[src/rtl/segld_pkg.sv]
package segld_pkg;

    localparam int SEG_COUNT = 6;
    localparam int IDX_W     = 3;
    localparam int SEL_W     = 16;
    localparam int ADDR_W    = 32;
    localparam int WORD_W    = 32;

    localparam int IDX_ES = 0;
    localparam int IDX_CS = 1;
    localparam int IDX_SS = 2;
    localparam int IDX_DS = 3;
    localparam int IDX_FS = 4;
    localparam int IDX_GS = 5;

    typedef enum logic [3:0] {
        ST_IDLE,
        ST_CHECK,
        ST_RD_LO,
        ST_WAIT_LO,
        ST_RD_HI,
        ST_WAIT_HI,
        ST_UPDATE,
        ST_FAULT,
        ST_REJECT
    } seg_state_e;

    typedef struct packed {
        logic [ADDR_W-1:0] base;
        logic [ADDR_W-1:0] limit;
        logic              def32;
    } seg_cache_t;

endpackage

[src/rtl/segld_desc_decode.sv]
module segld_desc_decode
    import segld_pkg::*;
#(
    parameter int SW = SEL_W,
    parameter int WW = WORD_W
) (
    input  logic          v86,
    input  logic [SW-1:0] selector,
    input  logic [WW-1:0] word_lo,
    input  logic [WW-1:0] word_hi,
    output seg_cache_t    fields
);
    localparam int GRAN_BIT = 23;
    localparam int SIZE_BIT = 22;
    localparam int PAGE_SH  = 12;

    logic [19:0]       raw_limit;
    logic [ADDR_W-1:0] prot_base;
    logic [ADDR_W-1:0] prot_limit;
    logic              unused_hi_bits;

    assign raw_limit      = {word_hi[19:16], word_lo[15:0]};
    assign prot_base      = {word_hi[31:24], word_hi[7:0], word_lo[31:16]};
    assign unused_hi_bits = ^{word_hi[21:20], word_hi[15:8]};

    always_comb begin
        if (word_hi[GRAN_BIT]) begin
            prot_limit = {raw_limit, {PAGE_SH{1'b1}}};
        end else begin
            prot_limit = ADDR_W'(raw_limit);
        end
    end

    always_comb begin
        if (v86) begin
            fields.base  = ADDR_W'({selector, 4'h0});
            fields.limit = ADDR_W'(32'h0000_FFFF);
            fields.def32 = 1'b0;
        end else begin
            fields.base  = prot_base;
            fields.limit = prot_limit;
            fields.def32 = word_hi[SIZE_BIT];
        end
    end

endmodule

[src/rtl/segld_cache_bank.sv]
module segld_cache_bank
    import segld_pkg::*;
#(
    parameter int NSEG = SEG_COUNT,
    parameter int IW   = IDX_W,
    parameter int SW   = SEL_W
) (
    input  logic          clk,
    input  logic          rst_n,
    input  logic          sel_we,
    input  logic [IW-1:0] sel_widx,
    input  logic [SW-1:0] sel_wdata,
    input  logic          cache_we,
    input  logic [IW-1:0] cache_widx,
    input  seg_cache_t    cache_wdata,
    input  logic [IW-1:0] rd_idx,
    output logic [SW-1:0] rd_sel,
    output seg_cache_t    rd_cache,
    output logic          base_nz
);
    logic [SW-1:0] sel_r   [NSEG];
    seg_cache_t    cache_r [NSEG];

    for (genvar g = 0; g < NSEG; g++) begin : g_entry
        always_ff @(posedge clk or negedge rst_n) begin
            if (!rst_n) begin
                sel_r[g] <= '0;
            end else if (sel_we && (sel_widx == IW'(g))) begin
                sel_r[g] <= sel_wdata;
            end
        end

        always_ff @(posedge clk or negedge rst_n) begin
            if (!rst_n) begin
                cache_r[g] <= '0;
            end else if (cache_we && (cache_widx == IW'(g))) begin
                cache_r[g] <= cache_wdata;
            end
        end
    end

    always_comb begin
        rd_sel   = '0;
        rd_cache = '0;
        for (int k = 0; k < NSEG; k++) begin
            if (rd_idx == IW'(k)) begin
                rd_sel   = sel_r[k];
                rd_cache = cache_r[k];
            end
        end
    end

    assign base_nz = |{cache_r[IDX_ES].base, cache_r[IDX_SS].base, cache_r[IDX_DS].base};

endmodule

[src/rtl/segld_fsm.sv]
module segld_fsm
    import segld_pkg::*;
#(
    parameter int NSEG = SEG_COUNT,
    parameter int IW   = IDX_W,
    parameter int SW   = SEL_W,
    parameter int AW   = ADDR_W,
    parameter int WW   = WORD_W
) (
    input  logic          clk,
    input  logic          rst_n,
    input  logic          req_valid,
    output logic          req_ready,
    input  logic [IW-1:0] req_idx,
    input  logic [SW-1:0] req_selector,
    input  logic          v86_mode,
    input  logic [AW-1:0] gdt_base,
    input  logic [AW-1:0] gdt_limit,
    input  logic [AW-1:0] ldt_base,
    input  logic [AW-1:0] ldt_limit,
    output logic          mem_req_valid,
    input  logic          mem_req_ready,
    output logic [AW-1:0] mem_addr,
    input  logic          mem_rvalid,
    input  logic [WW-1:0] mem_rdata,
    output logic          sel_we,
    output logic          cache_we,
    output logic [IW-1:0] idx_q,
    output logic [SW-1:0] sel_q,
    output logic          v86_q,
    output logic [WW-1:0] word_lo_q,
    output logic [WW-1:0] word_hi_q,
    output logic          done,
    output logic          gp_fault,
    output logic          illegal_idx
);
    localparam int LOCAL_BIT = 2;
    localparam int DESC_LAST = 7;
    localparam int HI_OFS    = 4;

    seg_state_e    state_q, state_d;
    logic [AW-1:0] tbase_q;
    logic [AW-1:0] tlim_q;
    logic          accept;
    logic          idx_ok;
    logic [SW-1:0] offset;
    logic [AW:0]   desc_end;
    logic          over_limit;

    assign accept     = req_valid && (state_q == ST_IDLE);
    assign idx_ok     = (req_idx < IW'(NSEG));
    assign offset     = {sel_q[SW-1:3], 3'b000};
    assign desc_end   = (AW+1)'(offset) + (AW+1)'(DESC_LAST);
    assign over_limit = desc_end > {1'b0, tlim_q};

    always_comb begin
        state_d = state_q;
        unique case (state_q)
            ST_IDLE: begin
                if (req_valid) begin
                    state_d = idx_ok ? ST_CHECK : ST_REJECT;
                end
            end
            ST_CHECK: begin
                if (v86_q) begin
                    state_d = ST_UPDATE;
                end else if (over_limit) begin
                    state_d = ST_FAULT;
                end else begin
                    state_d = ST_RD_LO;
                end
            end
            ST_RD_LO:   if (mem_req_ready) state_d = ST_WAIT_LO;
            ST_WAIT_LO: if (mem_rvalid)    state_d = ST_RD_HI;
            ST_RD_HI:   if (mem_req_ready) state_d = ST_WAIT_HI;
            ST_WAIT_HI: if (mem_rvalid)    state_d = ST_UPDATE;
            ST_UPDATE:  state_d = ST_IDLE;
            ST_FAULT:   state_d = ST_IDLE;
            ST_REJECT:  state_d = ST_IDLE;
            default:    state_d = ST_IDLE;
        endcase
    end

    always_ff @(posedge clk or negedge rst_n) begin
        if (!rst_n) begin
            state_q <= ST_IDLE;
        end else begin
            state_q <= state_d;
        end
    end

    always_ff @(posedge clk or negedge rst_n) begin
        if (!rst_n) begin
            idx_q     <= '0;
            sel_q     <= '0;
            v86_q     <= 1'b0;
            tbase_q   <= '0;
            tlim_q    <= '0;
            word_lo_q <= '0;
            word_hi_q <= '0;
        end else begin
            if (accept) begin
                idx_q   <= req_idx;
                sel_q   <= req_selector;
                v86_q   <= v86_mode;
                tbase_q <= req_selector[LOCAL_BIT] ? ldt_base  : gdt_base;
                tlim_q  <= req_selector[LOCAL_BIT] ? ldt_limit : gdt_limit;
            end
            if ((state_q == ST_WAIT_LO) && mem_rvalid) begin
                word_lo_q <= mem_rdata;
            end
            if ((state_q == ST_WAIT_HI) && mem_rvalid) begin
                word_hi_q <= mem_rdata;
            end
        end
    end

    always_comb begin
        req_ready     = 1'b0;
        mem_req_valid = 1'b0;
        mem_addr      = '0;
        sel_we        = 1'b0;
        cache_we      = 1'b0;
        done          = 1'b0;
        gp_fault      = 1'b0;
        illegal_idx   = 1'b0;
        unique case (state_q)
            ST_IDLE: begin
                req_ready = 1'b1;
                sel_we    = req_valid && idx_ok;
            end
            ST_RD_LO: begin
                mem_req_valid = 1'b1;
                mem_addr      = tbase_q + AW'(offset);
            end
            ST_RD_HI: begin
                mem_req_valid = 1'b1;
                mem_addr      = tbase_q + AW'(offset) + AW'(HI_OFS);
            end
            ST_UPDATE: begin
                cache_we = 1'b1;
                done     = 1'b1;
            end
            ST_FAULT:  gp_fault    = 1'b1;
            ST_REJECT: illegal_idx = 1'b1;
            default: ;
        endcase
    end

endmodule

[src/rtl/seg_loader.sv]
module seg_loader
    import segld_pkg::*;
#(
    parameter int NSEG = SEG_COUNT,
    parameter int IW   = IDX_W,
    parameter int SW   = SEL_W,
    parameter int AW   = ADDR_W,
    parameter int WW   = WORD_W
) (
    input  logic          clk,
    input  logic          rst_n,
    input  logic          req_valid,
    output logic          req_ready,
    input  logic [IW-1:0] req_idx,
    input  logic [SW-1:0] req_selector,
    input  logic          v86_mode,
    input  logic [AW-1:0] gdt_base,
    input  logic [AW-1:0] gdt_limit,
    input  logic [AW-1:0] ldt_base,
    input  logic [AW-1:0] ldt_limit,
    output logic          mem_req_valid,
    input  logic          mem_req_ready,
    output logic [AW-1:0] mem_addr,
    input  logic          mem_rvalid,
    input  logic [WW-1:0] mem_rdata,
    input  logic [IW-1:0] rd_idx,
    output logic [SW-1:0] rd_selector,
    output logic [AW-1:0] rd_base,
    output logic [AW-1:0] rd_limit,
    output logic          rd_def32,
    output logic          addr_base_nz,
    output logic          done,
    output logic          gp_fault,
    output logic          illegal_idx
);
    logic          sel_we;
    logic          cache_we;
    logic [IW-1:0] idx_q;
    logic [SW-1:0] sel_q;
    logic          v86_q;
    logic [WW-1:0] word_lo_q;
    logic [WW-1:0] word_hi_q;
    seg_cache_t    new_fields;
    seg_cache_t    rd_cache;

    segld_fsm #(.NSEG(NSEG), .IW(IW), .SW(SW), .AW(AW), .WW(WW)) u_fsm (
        .clk           (clk),
        .rst_n         (rst_n),
        .req_valid     (req_valid),
        .req_ready     (req_ready),
        .req_idx       (req_idx),
        .req_selector  (req_selector),
        .v86_mode      (v86_mode),
        .gdt_base      (gdt_base),
        .gdt_limit     (gdt_limit),
        .ldt_base      (ldt_base),
        .ldt_limit     (ldt_limit),
        .mem_req_valid (mem_req_valid),
        .mem_req_ready (mem_req_ready),
        .mem_addr      (mem_addr),
        .mem_rvalid    (mem_rvalid),
        .mem_rdata     (mem_rdata),
        .sel_we        (sel_we),
        .cache_we      (cache_we),
        .idx_q         (idx_q),
        .sel_q         (sel_q),
        .v86_q         (v86_q),
        .word_lo_q     (word_lo_q),
        .word_hi_q     (word_hi_q),
        .done          (done),
        .gp_fault      (gp_fault),
        .illegal_idx   (illegal_idx)
    );

    segld_desc_decode #(.SW(SW), .WW(WW)) u_decode (
        .v86      (v86_q),
        .selector (sel_q),
        .word_lo  (word_lo_q),
        .word_hi  (word_hi_q),
        .fields   (new_fields)
    );

    segld_cache_bank #(.NSEG(NSEG), .IW(IW), .SW(SW)) u_bank (
        .clk         (clk),
        .rst_n       (rst_n),
        .sel_we      (sel_we),
        .sel_widx    (req_idx),
        .sel_wdata   (req_selector),
        .cache_we    (cache_we),
        .cache_widx  (idx_q),
        .cache_wdata (new_fields),
        .rd_idx      (rd_idx),
        .rd_sel      (rd_selector),
        .rd_cache    (rd_cache),
        .base_nz     (addr_base_nz)
    );

    assign rd_base  = rd_cache.base;
    assign rd_limit = rd_cache.limit;
    assign rd_def32 = rd_cache.def32;

endmodule

[config.mk]
export PLATFORM = sky130hd
export DESIGN_NAME = seg_loader
export DESIGN_NICKNAME = d
export VERILOG_FILES = /design/src/rtl/segld_pkg.sv /design/src/rtl/segld_desc_decode.sv /design/src/rtl/segld_cache_bank.sv /design/src/rtl/segld_fsm.sv /design/src/rtl/seg_loader.sv
export SDC_FILE = /design/constraint.sdc
export NUM_CORES = 1
export LEC_CHECK = 0
export ABC_CLOCK_PERIOD_IN_PS = 7200
export BUFFER_PORTS_ARGS = -buffer_cell sky130_fd_sc_hd__buf_2
export CAP_MARGIN = 20
export CORE_MARGIN = 2
export CORE_UTILIZATION = 36
export DETAILED_ROUTE_END_ITERATION = 12
export PLACE_DENSITY = 0.52
export SKIP_LAST_GASP = 1
export SYNTH_ARGS = -nofsm -noshare
export SYNTH_HDL_FRONTEND = slang
export SYNTH_SLANG_ARGS = --single-unit
[constraint.sdc]
create_clock -name clk -period 7.2 [get_ports clk]
set_input_delay 1.08 -clock clk [delete_from_list [all_inputs] [get_ports clk]]
set_output_delay 1.08 -clock clk [all_outputs]
set_load 0.02 [all_outputs]
==> results of run 1 <==
[sequential cells by signal, summed over array words and instances (netlist names)]
register	flops
u_fsm.word_hi_q	22
u_fsm.sel_q	16
u_fsm.state_q	4
u_fsm.tlim_q	32
u_bank.cache_r	390
u_fsm.idx_q	3
u_bank.sel_r	96
u_fsm.word_lo_q	32
u_fsm.v86_q	1
u_fsm.tbase_q	32
[final cells by class]
type                            instances  share of cell area (%)
Sequential cell                       628                   45.07
Multi-Input combinational cell       2133                   38.39
Clock buffer                          106                   6.143
Timing Repair Buffer                  342                   5.529
Tap cell                             1070                   3.839
Inverter                               46                  0.4952
Clock inverter                         16                  0.4772
Antenna cell                            8                 0.05741
[layout by cell type (no fill, tap or decap), types with 7 or more instances in the layout]
| cell | Yosys | layout |
|---|---|---|
| inv_1 | 46 | 46 |
| o21a_1 | 10 | 10 |
| mux4_2 | 19 | 19 |
| buf_2 | 7 | 301 |
| and4_1 | 7 | 7 |
| o21ai_0 | 467 | 467 |
| nand4_1 | 19 | 19 |
| nand3_1 | 16 | 14 |
| ha_1 | 27 | 27 |
| nand2b_1 | 21 | 20 |
| nor2_1 | 114 | 114 |
| nor4_1 | 36 | 36 |
| or2_2 | 12 | 12 |
| clkbuf_16 | 0 | 74 |
| buf_4 | 0 | 29 |
| dfrtp_1 | 628 | 627 |
| o221ai_1 | 63 | 63 |
| clkbuf_1 | 180 | 15 |
| o31ai_1 | 8 | 8 |
| xnor2_1 | 19 | 19 |
| mux2_2 | 150 | 150 |
| a21oi_1 | 88 | 88 |
| nor3_1 | 13 | 12 |
| mux2i_1 | 230 | 230 |
| a211oi_1 | 14 | 14 |
| xor2_1 | 14 | 14 |
| nand2_1 | 644 | 642 |
| o22ai_1 | 37 | 37 |
| diode_2 | 0 | 8 |
| and3_1 | 11 | 11 |
| clkbuf_8 | 1 | 17 |
[power groups by stage]
stage / sequential (W) / combinational [W] / clock, W
after detailed placement: 0.00607 / 0.00538 / 0
after global placement: 0.00598 / 0.00529 / 0
final: 0.00602 / 0.00538 / 0.00359
after floorplan: 0.00562 / 0.00383 / 0
after global routing: 0.00620 / 0.00600 / 0.00383
after CTS: 0.00601 / 0.00540 / 0.00368
[stage by stage]
stage | utilization [%] | area [um2] | setup slack (ns) | cells | total power, W
floorplan | - | 30060 | 2.377 | 3020 | 0.009453
global placement | 39.38 | 32440 | 1.748 | 4212 | 0.01126
detailed placement | 39.41 | 32470 | 1.718 | 4214 | 0.01144
CTS | 42.22 | 34770 | 1.025 | 4336 | 0.01509
global route | 42.32 | 34860 | 0.6640 | 4346 | 0.01602
finish | 42.33 | 34870 | 1.012 | 4349 | 0.01499
[cell usage after synthesis, drive strengths merged, types with 13 or more instances]
cell / count / area share, %
a211oi: 15 / 0.42
a21oi: 91 / 1.6
buf: 31 / 0.52
clkbuf: 182 / 2.3
dfrtp: 628 / 52
ha: 27 / 1.1
inv: 46 / 0.57
mux2: 150 / 5.6
mux2i: 230 / 7.7
mux4: 19 / 1.4
nand2: 644 / 8.0
nand2b: 21 / 0.44
nand3: 16 / 0.27
nand4: 19 / 0.40
nor2: 114 / 1.4
nor3: 13 / 0.22
nor4: 38 / 0.86
o21ai: 471 / 7.9
o221ai: 63 / 1.8
o22ai: 37 / 0.77
or2: 13 / 0.27
xnor2: 19 / 0.55
xor2: 14 / 0.41
[per-layer routing]
| metal | global-route usage [%] | vias up | part of all wire (%) |
|---|---|---|---|
| li1 | - | 11050 | - |
| met1 | 30.08 | 11600 | 45 |
| met2 | 35.46 | 532 | 47 |
| met3 | 4.387 | 144 | 4.7 |
| met4 | 7.242 | 12 | 2.9 |
| met5 | 0 | - | 0.084 |
[kinds of logic (layout without fill, tap and decap cells)]
kind of cell / Yosys count / in the layout / synth area share (%)
compound gates: 747 / 747 / 14.37
other cells: 0 / 8 / 0
flops: 628 / 628 / 52.27
fa+ha+maj: 28 / 28 / 1.190
xor+xnor: 33 / 33 / 0.9614
buf+inv: 259 / 510 / 3.400
simple gates: 926 / 926 / 13.11
mux: 399 / 399 / 14.70
[final timing paths]
check | endpoint
max in group asynchronous | u_fsm.word_lo_q[27]
worst min register to register | u_fsm.tlim_q[29]
worst max-delay path | mem_addr[31]
min in group asynchronous | u_bank.cache_r[142]
worst min-delay path | u_fsm.tlim_q[29]
worst max register to register | u_bank.sel_r[42]
[worst max-delay path, stage by stage (launching register included)]
cell and delay (ns):
dfrtp_1 0.40, ha_1 0.27, fa_1 0.45, a211oi_1 0.47
o21a_1 0.23, a2bb2oi_1 0.53, mux2i_1 0.29, o22ai_1 0.19
nor4_2 0.91, a41oi_1 0.23, o31ai_1 0.31, buf_2 0.21
==> summary.txt, run 1 <==
Clock tree
  • CTS clk-pin slew, worst paths: 0.06 ns
  • Clk sink count: roughly 630
  • CTS H-tree lvls: 3
  • TritonCTS clock tree: done
  • CTS Buffer Depth: 3
  • Clock buffer count from CTS: 73
  • Post-CTS Resized: 0
  • Worst-Skew Late Latency: 0.61 ns
  • Postcts setup bufs: 0
  • Root Driver: clkbuf_16
  • # hold bufs at CTS: 0

GRT
  • First-pass GRT wire length: 145400 um
  • Vias in the first global route: 23390
  • Largest net degree at the start of global routing: ~170
  • GRT Total Usage: 22.13%
  • Initial antenna violation count: 15
  • Grt total ovfl: 0

Critical path
  • Crit start category: flop
  • Reg2reg path depth: 5
  • Worst r2r src: u_fsm.state_q[1]
  • CP required: 6.12 ns
  • Flop2flop setup slack: about 3.5 ns
  • Worst Path Arrival: slightly above 5 ns
  • Crit path launch: u_fsm.sel_q[3]
  • CP max FO: 14
  • Crit Path Class: reg2out
  • Element type at the critical path end: output pin

Synthesis
  • Synth Flop Type: dfrtp_1
  • Post-Syn Instances: 3020
  • Asr flop ratio synth: 100.0%
  • Synthesized area per cell: 9.955 um2
  • Syn nets: 3236
  • Post-synth cell types: 80
  • Flops & latches, synth: 628
  • Yosys synthesis warning count: 0
  • Seq/Total Area, Yosys: a little over half
  • Number of flops mapped to enable cells by yosys: 0
  • Syn Std Cell Area: roughly 30000 um2

STA
  • Max Freq: 161.6 MHz
  • Final Hold Viols: 0
  • Worst Clk Skew: 0.02557 ns
  • Setup TNS: 0 ns
  • Part of the cycle the worst path needs: 85.95%
  • Worst slew pin tran: 1.114 ns
  • Crit path time final: 6.188 ns
  • Slew Limit Fails: 0
  • RSZ-0062 raised after global routing: false
  • Worst slew margin: 25.72%
  • Final hold slack: 0.4756 ns
  • Endpoints failing setup: 0

Finish
  • Fillers: 7998
  • Storage cell area: 15720 um2
  • Layout area overhead: 15.99%
  • Layout cells sized above 1: 20.09%
  • Final nets: 3440
  • Area of the multi-input gates: 13390 um2

Pwr
  • Power per cell area: 429.9 nW/um2
  • Internal power: 0.009093 W
  • Combinational share of power: 35.9%
  • NetSw: 0.005898 W
  • Clock power share: 24.0%
  • LEAKAGE: approximately 16 nW
  • Switch share: 39.34%
  • Sequential power share: 40.1%
  • Max VDD drop: 194.1 uV

Die
  • Initial Util: a little over a third
  • Die extent in x: 293.0 um
  • Die height: 293.0 um
  • # IOs: a little over 300
  • Core Box Area: 82370 um2
  • Full die area: 85840 um2
  • Num rows: approximately 110

Outcome
  • Status: complete, no violations

Routing
  • DR vias: 23340
  • Drt wl/cell: 21.96 um
  • Routed vias/inst: 5.366
  • Drt total wl: between 90000 and 100000 um
  • Final ANT Viol Nets: 0
  • Drt first-iter violations: 1538
  • # DRC: 0
  • DRT Pass-1 Iters: 5

Flow run
  • # Max-Cap Violations: 0

Hold path
  • Hold Crit Start: u_fsm.tlim_q[29]
  • Hold WC Path Type: reg2reg
  • Hold Path Stages: 2

Placement
  • Port Buffer Count: 306
  • Post-detail-place hpwl: 64630 um
  • Final GP Congestion: 0.8296
(Power assumes the default switching activity.)
==> run 2: changes to the inputs <==
ABC_AREA = 1   (was default)
CTS_BUF_LIST = sky130_fd_sc_hd__clkbuf_8   (was default)
==> run 2 against run 1 <==
  * Worst hold slack got worse by 0.24 ns
  * Power fell by 4.7%
  * Combinational power shrank 4%
  * Non-clock buffer count up 2
  * Core utilization down 0.30 points
  * Global-route usage rose by 0.90 points
  * Clock skew grew 0.026 ns
  * Final cell count increased by 19%
  * Critical path depth shrank 3
  * Sequential power is 4.5% lower
  * Sequential share of layout area decreased by 0.32 points
==> summary.txt, run 2 <==
Finish
  • Largest register FFs: 390 (unchanged)
  • Layout area overhead: 15.73% (was 15.99%)
  • Reg with most FFs: u_bank.cache_r (unchanged)
  • Final nets: 4235 (was 3440)
  • Layout cells sized above 1: 14.86% (was 20.09%)
  • Most common cell after layout, fill and taps aside: nand2_1 (unchanged)
  • Top Registers: u_bank.cache_r: 390 flops, u_bank.sel_r: 96 flops (unchanged)
  • Commonest non-fill, non-tap cells in the layout: nand2_1, dfrtp_1, o21ai_0 (unchanged)

Die
  • Die height: 294.3 um (was 293.0 um)
  • Die extent in x: 294.3 um (was 293.0 um)
  • # IOs: 307 (unchanged)
  • Num rows: 106 (was 105)
  • Core Box Area: 83560 um2 (was 82370 um2)
  • Initial Util: 36.32% (was 36.50%)
  • Full die area: 86630 um2 (was 85840 um2)

Critical path
  • Crit start category: input pin (was flop)
  • CP top delay family: buffers and inverters (was compound AO/OA/AOI/OAI gates)
  • Worst path bufs/invs: 4 (was 1)
  • Crit path largest cell delay: 1.01 ns (was 0.91 ns)
  • CP max FO: 32 (was 14)
  • Critical-path cell list: buf_2, clkinv_1, nand2_2, buf_4, o22ai_1, a221oi_1, o211ai_1, buf_2 (was ha_1, fa_1, a211oi_1, o21a_1, a2bb2oi_1, mux2i_1, o22ai_1, nor4_2, a41oi_1, o31ai_1, buf_2)
  • Crit path launch: rd_idx[2] (was u_fsm.sel_q[3])
  • Worst r2r src: u_fsm.state_q[3] (was u_fsm.state_q[1])
  • Flop2flop setup slack: 3.66 ns (was 3.48 ns)
  • Crit Path Class: in2out (was reg2out)
  • Crit-path most repeated cell: buf_2
  • Worst Path Arrival: 4.47 ns (was 5.11 ns)
  • Element type at the critical path end: output pin (unchanged)
  • CP max-delay cell: nand2_2 (was nor4_2)
  • CP required: 6.12 ns (about the same)

Clock tree
  • Postcts setup bufs: 0 (unchanged)
  • Worst-Skew Late Latency: 0.75 ns (was 0.61 ns)
  • Clock buffer count from CTS: 115 (was 73)
  • CTS Buffer Depth: 3 (unchanged)
  • TritonCTS clock tree: done (unchanged)
  • CTS H-tree lvls: 3 (unchanged)
  • Post-CTS Resized: 0 (unchanged)
  • Root Driver: clkbuf_8 (was clkbuf_16)
  • Clk sink count: 628 (unchanged)
  • # hold bufs at CTS: 0 (unchanged)
  • CTS clk-pin slew, worst paths: 0.06 ns (about the same)

STA
  • RSZ-0062 raised after global routing: false (unchanged)
  • Endpoints failing setup: 0 (unchanged)
  • Max Freq: 180.1 MHz (was 161.6 MHz)
  • Setup TNS: 0 ns (unchanged)
  • Worst slew margin: 29.36% (was 25.72%)
  • Worst slew pin tran: 1.060 ns (was 1.114 ns)
  • Final Hold Viols: 0 (unchanged)
  • Worst Clk Skew: 0.05171 ns (was 0.02557 ns)
  • Slew Limit Fails: 0 (unchanged)
  • Crit path time final: 5.553 ns (was 6.188 ns)
  • Part of the cycle the worst path needs: 77.13% (was 85.95%)
  • Final hold slack: 0.2390 ns (was 0.4756 ns)

Synthesis
  • Synthesized area per cell: 8.062 um2 (was 9.955 um2)
  • Post-Syn Instances: 3764 (was 3020)
  • Commonest cells in the netlist: nand2_1, dfrtp_1, o21ai_0 (unchanged)
  • Syn Std Cell Area: 30340 um2 (was 30060 um2)
  • Synth Flop Type: dfrtp_1 (unchanged)
  • Yosys synthesis warning count: 0 (unchanged)
  • Syn nets: 3980 (was 3236)
  • Asr flop ratio synth: 100.0% (unchanged)
  • Number of flops mapped to enable cells by yosys: 0 (unchanged)
  • Seq/Total Area, Yosys: 51.79% (was 52.27%)
  • Count leader, synth: nand2_1 (unchanged)
  • Top cell type by total area after synthesis: dfrtp_1 (unchanged)
  • Synth area leaders: dfrtp_1, nand2_1, o21ai_0, inv_1, nor2_1 (was dfrtp_1, nand2_1, o21ai_0, mux2i_1, mux2_2)
  • Flops & latches, synth: 628 (unchanged)
  • Synth top area share: 51.79% (was 52.27%)
  • Post-synth cell types: 53 (was 80)

Placement
  • Post-detail-place hpwl: 65470 um (was 64630 um)
  • Final GP Congestion: 0.8756 (was 0.8296)
  • Port Buffer Count: 306 (unchanged)

Outcome
  • Status: complete, no violations (unchanged)

Routing
  • Drt first-iter violations: 1900 (was 1538)
  • Drt total wl: 99490 um (was 95500 um)
  • DR vias: 26330 (was 23340)
  • Routed vias/inst: 5.086 (was 5.366)
  • Final ANT Viol Nets: 0 (unchanged)
  • Drt wl/cell: 19.22 um (was 21.96 um)
  • DRT Pass-1 Iters: 5 (unchanged)
  • # DRC: 0 (unchanged)

Pwr
  • Combinational share of power: 36.4% (was 35.9%)
  • LEAKAGE: 17.00 nW (was 16.23 nW)
  • NetSw: 0.005986 W (was 0.005898 W)
  • Sequential power share: 40.2% (was 40.1%)
  • Power per cell area: 406.7 nW/um2 (was 429.9 nW/um2)
  • Switch share: 41.91% (was 39.34%)
  • Max VDD drop: 161.6 uV (was 194.1 uV)
  • Clock power share: 23.4% (was 24.0%)
  • Internal power: 0.008297 W (was 0.009093 W)

Flow run
  • # Max-Cap Violations: 0 (unchanged)

GRT
  • Grt total ovfl: 0 (unchanged)
  • First-pass GRT wire length: 154800 um (was 145400 um)
  • Vias in the first global route: 26230 (was 23390)
  • Initial antenna violation count: 16 (was 15)
  • GRT Total Usage: 23.04% (was 22.13%)
  • Largest net degree at the start of global routing: 164 (was 169)

Hold path
  • Hold WC Path Type: in2async (was reg2reg)
## run 2: changes by cell type in the layout (fill, tap and decap cells not counted), sizes merged, moves of 78 or more
| cell | previous run | this run |
|---|---|---|
| mux2 | 150 | 0 |
| o21ai | 471 | 558 |
| a221oi | 1 | 79 |
| nor2 | 114 | 255 |
| nand3 | 16 | 127 |
| nand2 | 644 | 1087 |
| inv | 51 | 485 |
| mux2i | 230 | 0 |
## run 2: worst paths after layout
path,to,cells after the start
min,u_bank.sel_r[21],1
min in group clk,u_bank.cache_r[151],2
max in group asynchronous,u_bank.cache_r[330],2
max reg2reg,u_bank.cache_r[249],9
min reg2reg,u_bank.cache_r[151],2
max,rd_base[0],8
## run 2: area by class of cell
type	instances	area (um2)
fill	8633	48440
sequential	628	15720
multi-input combinational	2476	12200
clock buffer	141	1941
timing repair buffer	344	1909
inverter	454	1709
tap	1080	1351
clock inverter	48	276.5
antenna	6	15.01
## run 2: through the flow
step	std cells	worst slack [ns]	utilization (%)	power (W)	area, um2
after global placement	4981	1.719	39.34	0.01097	32870
after CTS	5170	1.625	41.99	0.01445	35090
after floorplan	3764	3.525	-	0.009106	30340
after detailed placement	4981	1.630	39.34	0.01102	32870
after global routing	5175	1.439	42.02	0.01547	35110
final	5177	1.647	42.03	0.01428	35120
## run 2: power groups by stage
| stage | Combinational [W] | Sequential (W) | Clock [W] |
|---|---|---|---|
| final | 0.00519 | 0.00575 | 0.00334 |
| after global routing | 0.00594 | 0.00591 | 0.00362 |
| after CTS | 0.00526 | 0.00574 | 0.00345 |
| after detailed placement | 0.00523 | 0.00579 | 0 |
| after global placement | 0.00519 | 0.00578 | 0 |
| after floorplan | 0.00368 | 0.00543 | 0 |
## run 2: kinds of logic (layout without fill, tap and decap cells)
family / after synthesis / after routing / synth area share, %
buf+inv: 660 / 987 / 8.259
compound gates: 892 / 892 / 17.34
simple gates: 1554 / 1554 / 21.37
other cells: 0 / 6 / 0
fa+ha+maj: 28 / 28 / 1.179
flops: 628 / 628 / 51.79
xor+xnor: 2 / 2 / 0.05774
## run 2: routing by layer
layer,part of all wire (%),track usage [%]
met5,0.12,0
met4,2.7,7.205
met1,45,31.01
met3,5.8,4.675
met2,46,37.25
==> run 3: changes to the inputs <==
ABC_CLOCK_PERIOD_IN_PS = 4530   (was 7200)
PLACE_DENSITY = 0.54   (was 0.52)
clock period = 4.53 ns   (was 7.2 ns; I/O delays follow)
==> run 3 against run 2 <==
  * Largest power group unchanged
  * Critical endpoint is now mem_addr[16]
  * Clock skew rose by 0.0064 ns
  * Clock-buffer cell count rose by 1
  * Clock power rose by 60%
  * Global-route usage fell by 0.077 points
  * Sequential power rose by 58%
  * Final cell count rose by 0.54%
  * Power rose by 59%
  * Register-to-register slack got worse by 2.5 ns
==> summary.txt, run 3 (synthesized netlist as in run 2, its figures left out) <==
Outcome
  • Status: complete, no violations (unchanged)

Finish
  • Reg with most FFs: u_bank.cache_r (unchanged)
  • Largest register FFs: 390 (unchanged)
  • Final nets: 4251 (was 4235)
  • Top Registers: u_bank.cache_r: 390 flops, u_bank.sel_r: 96 flops (unchanged)
  • Most common cell after layout, fill and taps aside: nand2_1 (unchanged)
  • Post-route insts no fill: 5205 (was 5177)
  • Layout area overhead: 16.71% (was 15.73%)
  • Commonest non-fill, non-tap cells in the layout: nand2_1, dfrtp_1, o21ai_0 (unchanged)
  • Layout cells sized above 1: 15.16% (was 14.86%)

Clock tree
  • TritonCTS clock tree: done (unchanged)
  • CTS H-tree lvls: 3 (unchanged)
  • CTS Buffer Depth: 3 (unchanged)
  • Clk sink count: 628 (unchanged)
  • Root Driver: clkbuf_8 (unchanged)
  • Worst-Skew Late Latency: 0.73 ns (was 0.75 ns)
  • CTS clk-pin slew, worst paths: 0.06 ns (about the same)
  • Clock buffer count from CTS: 110 (was 115)

Routing
  • DRT Pass-1 Iters: 5 (unchanged)
  • # DRC: 0 (unchanged)
  • Drt total wl: 99100 um (was 99490 um)
  • Routed vias/inst: 5.087 (was 5.086)
  • Drt wl/cell: 19.04 um (was 19.22 um)
  • Final ANT Viol Nets: 0 (unchanged)
  • DR vias: 26480 (was 26330)
  • Drt first-iter violations: 2115 (was 1900)

Pwr
  • LEAKAGE: 17.20 nW (was 17.00 nW)
  • Max VDD drop: 258.6 uV (was 161.6 uV)
  • Final Power: 0.02276 W (was 0.01428 W)
  • Power per cell area: 642.7 nW/um2 (was 406.7 nW/um2)

Critical path
  • CP required: 3.85 ns (was 6.12 ns)
  • Reg2Reg Capture Point: u_bank.cache_r[249] (unchanged)
  • Worst Path Arrival: 3.62 ns (was 4.47 ns)
  • CP max FO: 5 (was 32)
  • Crit Path Class: reg2out (was in2out)
  • Worst r2r src: u_fsm.state_q[3] (unchanged)
  • Crit start category: flop (was input pin)
  • Flop2flop setup slack: 1.18 ns (was 3.66 ns)
  • Element type at the critical path end: output pin (unchanged)
  • Reg2reg path depth: 10 (was 9)

STA
  • Final Hold Viols: 0 (unchanged)
  • Max Freq: 232.7 MHz
  • Worst slew pin tran: 1.098 ns (was 1.060 ns)
  • Worst Clk Skew: 0.05806 ns (was 0.05171 ns)
  • Slew Limit Fails: 0 (unchanged)
  • Setup ws final: 0.2335 ns (was 1.647 ns)
  • Setup TNS: 0 ns (unchanged)
  • Endpoints failing setup: 0 (unchanged)
  • Worst slew margin: 26.72% (was 29.36%)
  • Crit path time final: around 4.3 ns
  • Part of the cycle the worst path needs: 94.85%
  • RSZ-0062 raised after global routing: false (unchanged)

Die
  • # IOs: 307 (unchanged)
  • Initial Util: 36.32% (unchanged)
  • Core Box Area: 83560 um2 (unchanged)
  • Full die area: 86630 um2 (unchanged)
  • Num rows: 106 (unchanged)
  • Die extent in x: 294.3 um (unchanged)
  • Die height: 294.3 um (unchanged)

Placement
  • Post-Place Setup Slack: 0.9371 ns (was 1.630 ns)
  • Final GP Congestion: 0.8919 (was 0.8756)
  • Post-detail-place hpwl: 67050 um (was 65470 um)
  • Dpl cells: 5002 (was 4981)
  • Port Buffer Count: 306 (unchanged)

GRT
  • Largest net degree at the start of global routing: 111 (was 164)
  • Initial antenna violation count: 8 (was 16)
  • First-pass GRT wire length: 153900 um (was 154800 um)
  • Grt total ovfl: 0 (unchanged)
  • GRT Total Usage: 22.96% (was 23.04%)
  • Vias in the first global route: 25810 (was 26230)

Flow run
  • # Max-Cap Violations: 0 (unchanged)

Hold path
  • Hold WC Path Type: in2async (unchanged)
==> run 3: cell count changes in the layout (fill, tap and decap cells not counted), moves of 3 or more <==
cell | previous run | this run
clkinv_2 | 12 | 7
buf_12 | 6 | 14
diode_2 | 6 | 3
inv_1 | 458 | 473
buf_4 | 31 | 44
==> run 3: what timing repair did <==
item	CTS	global route
endpoints found under the setup margin	0	5
hold buffers	0	0
buffers inserted	0	0
resized for setup	0	2
==> run 3: critical path, stage by stage, from the launching register on <==
cell and delay, ns:
dfrtp_1 0.40, ha_1 0.29, fa_2 0.58, nand2_1 0.08
nor2_2 0.13, nand3_1 0.12, nor2_2 0.19, nand3_2 0.11
nor2_2 0.19, nand4_2 0.18, and3_1 0.20, o22ai_1 0.25
buf_2 0.23
==> run 3: metrics by stage <==
stage | utilization, % | hold slack, ns | cell area, um2
floorplan | - | 0.3839 | 30340
global placement | 39.63 | 0.4533 | 33120
detailed placement | 39.63 | 0.4585 | 33120
CTS | 42.34 | 0.04099 | 35380
global route | 42.38 | 0.05258 | 35410
finish | 42.39 | 0.0008846 | 35420
==> run 3: power breakdown <==
| part | total [W] | internal (W) | switching (W) | leakage [nW] |
|---|---|---|---|---|
| clock network | 0.00534 | 0.00291 | 0.00243 | 1.34 |
| registers | 0.00906 | 0.00773 | 0.00133 | 8.29 |
| logic | 0.00836 | 0.00264 | 0.00571 | 7.57 |
==> run 3: layout make-up <==
cell class                 count  area (um2)
inverter                     454        1709
multi-input combinational   2476       12190
fill                        8673       48140
sequential                   628       15720
clock buffer                 142        1954
clock inverter                57       305.3
tap                         1080        1351
antenna                        3       7.507
timing repair buffer         365        2180
==> run 3: worst max path at each step <==
stage | from | to | slack (ns) | depth (start not counted)
6_report | u_fsm.sel_q[3] | mem_addr[16] | 0.23 | 12
3_3_place_gp | u_fsm.sel_q[3] | mem_addr[21] | 0.98 | 16
2_1_floorplan | u_fsm.sel_q[3] | mem_addr[23] | 1.26 | 12
3_5_place_dp | u_fsm.sel_q[3] | mem_addr[16] | 0.94 | 13
5_1_grt | u_fsm.sel_q[3] | mem_addr[21] | 0.02 | 16
4_1_cts | u_fsm.sel_q[3] | mem_addr[16] | 0.18 | 13
==> run 3: per-layer routing <==
layer	up-vias	part of all wire, %	global-route usage, %
met4	14	2.6	6.869
met5	-	0.10	0
met1	12590	45	31.80
li1	12950	-	-
met3	176	6.1	4.306
met2	742	46	36.50
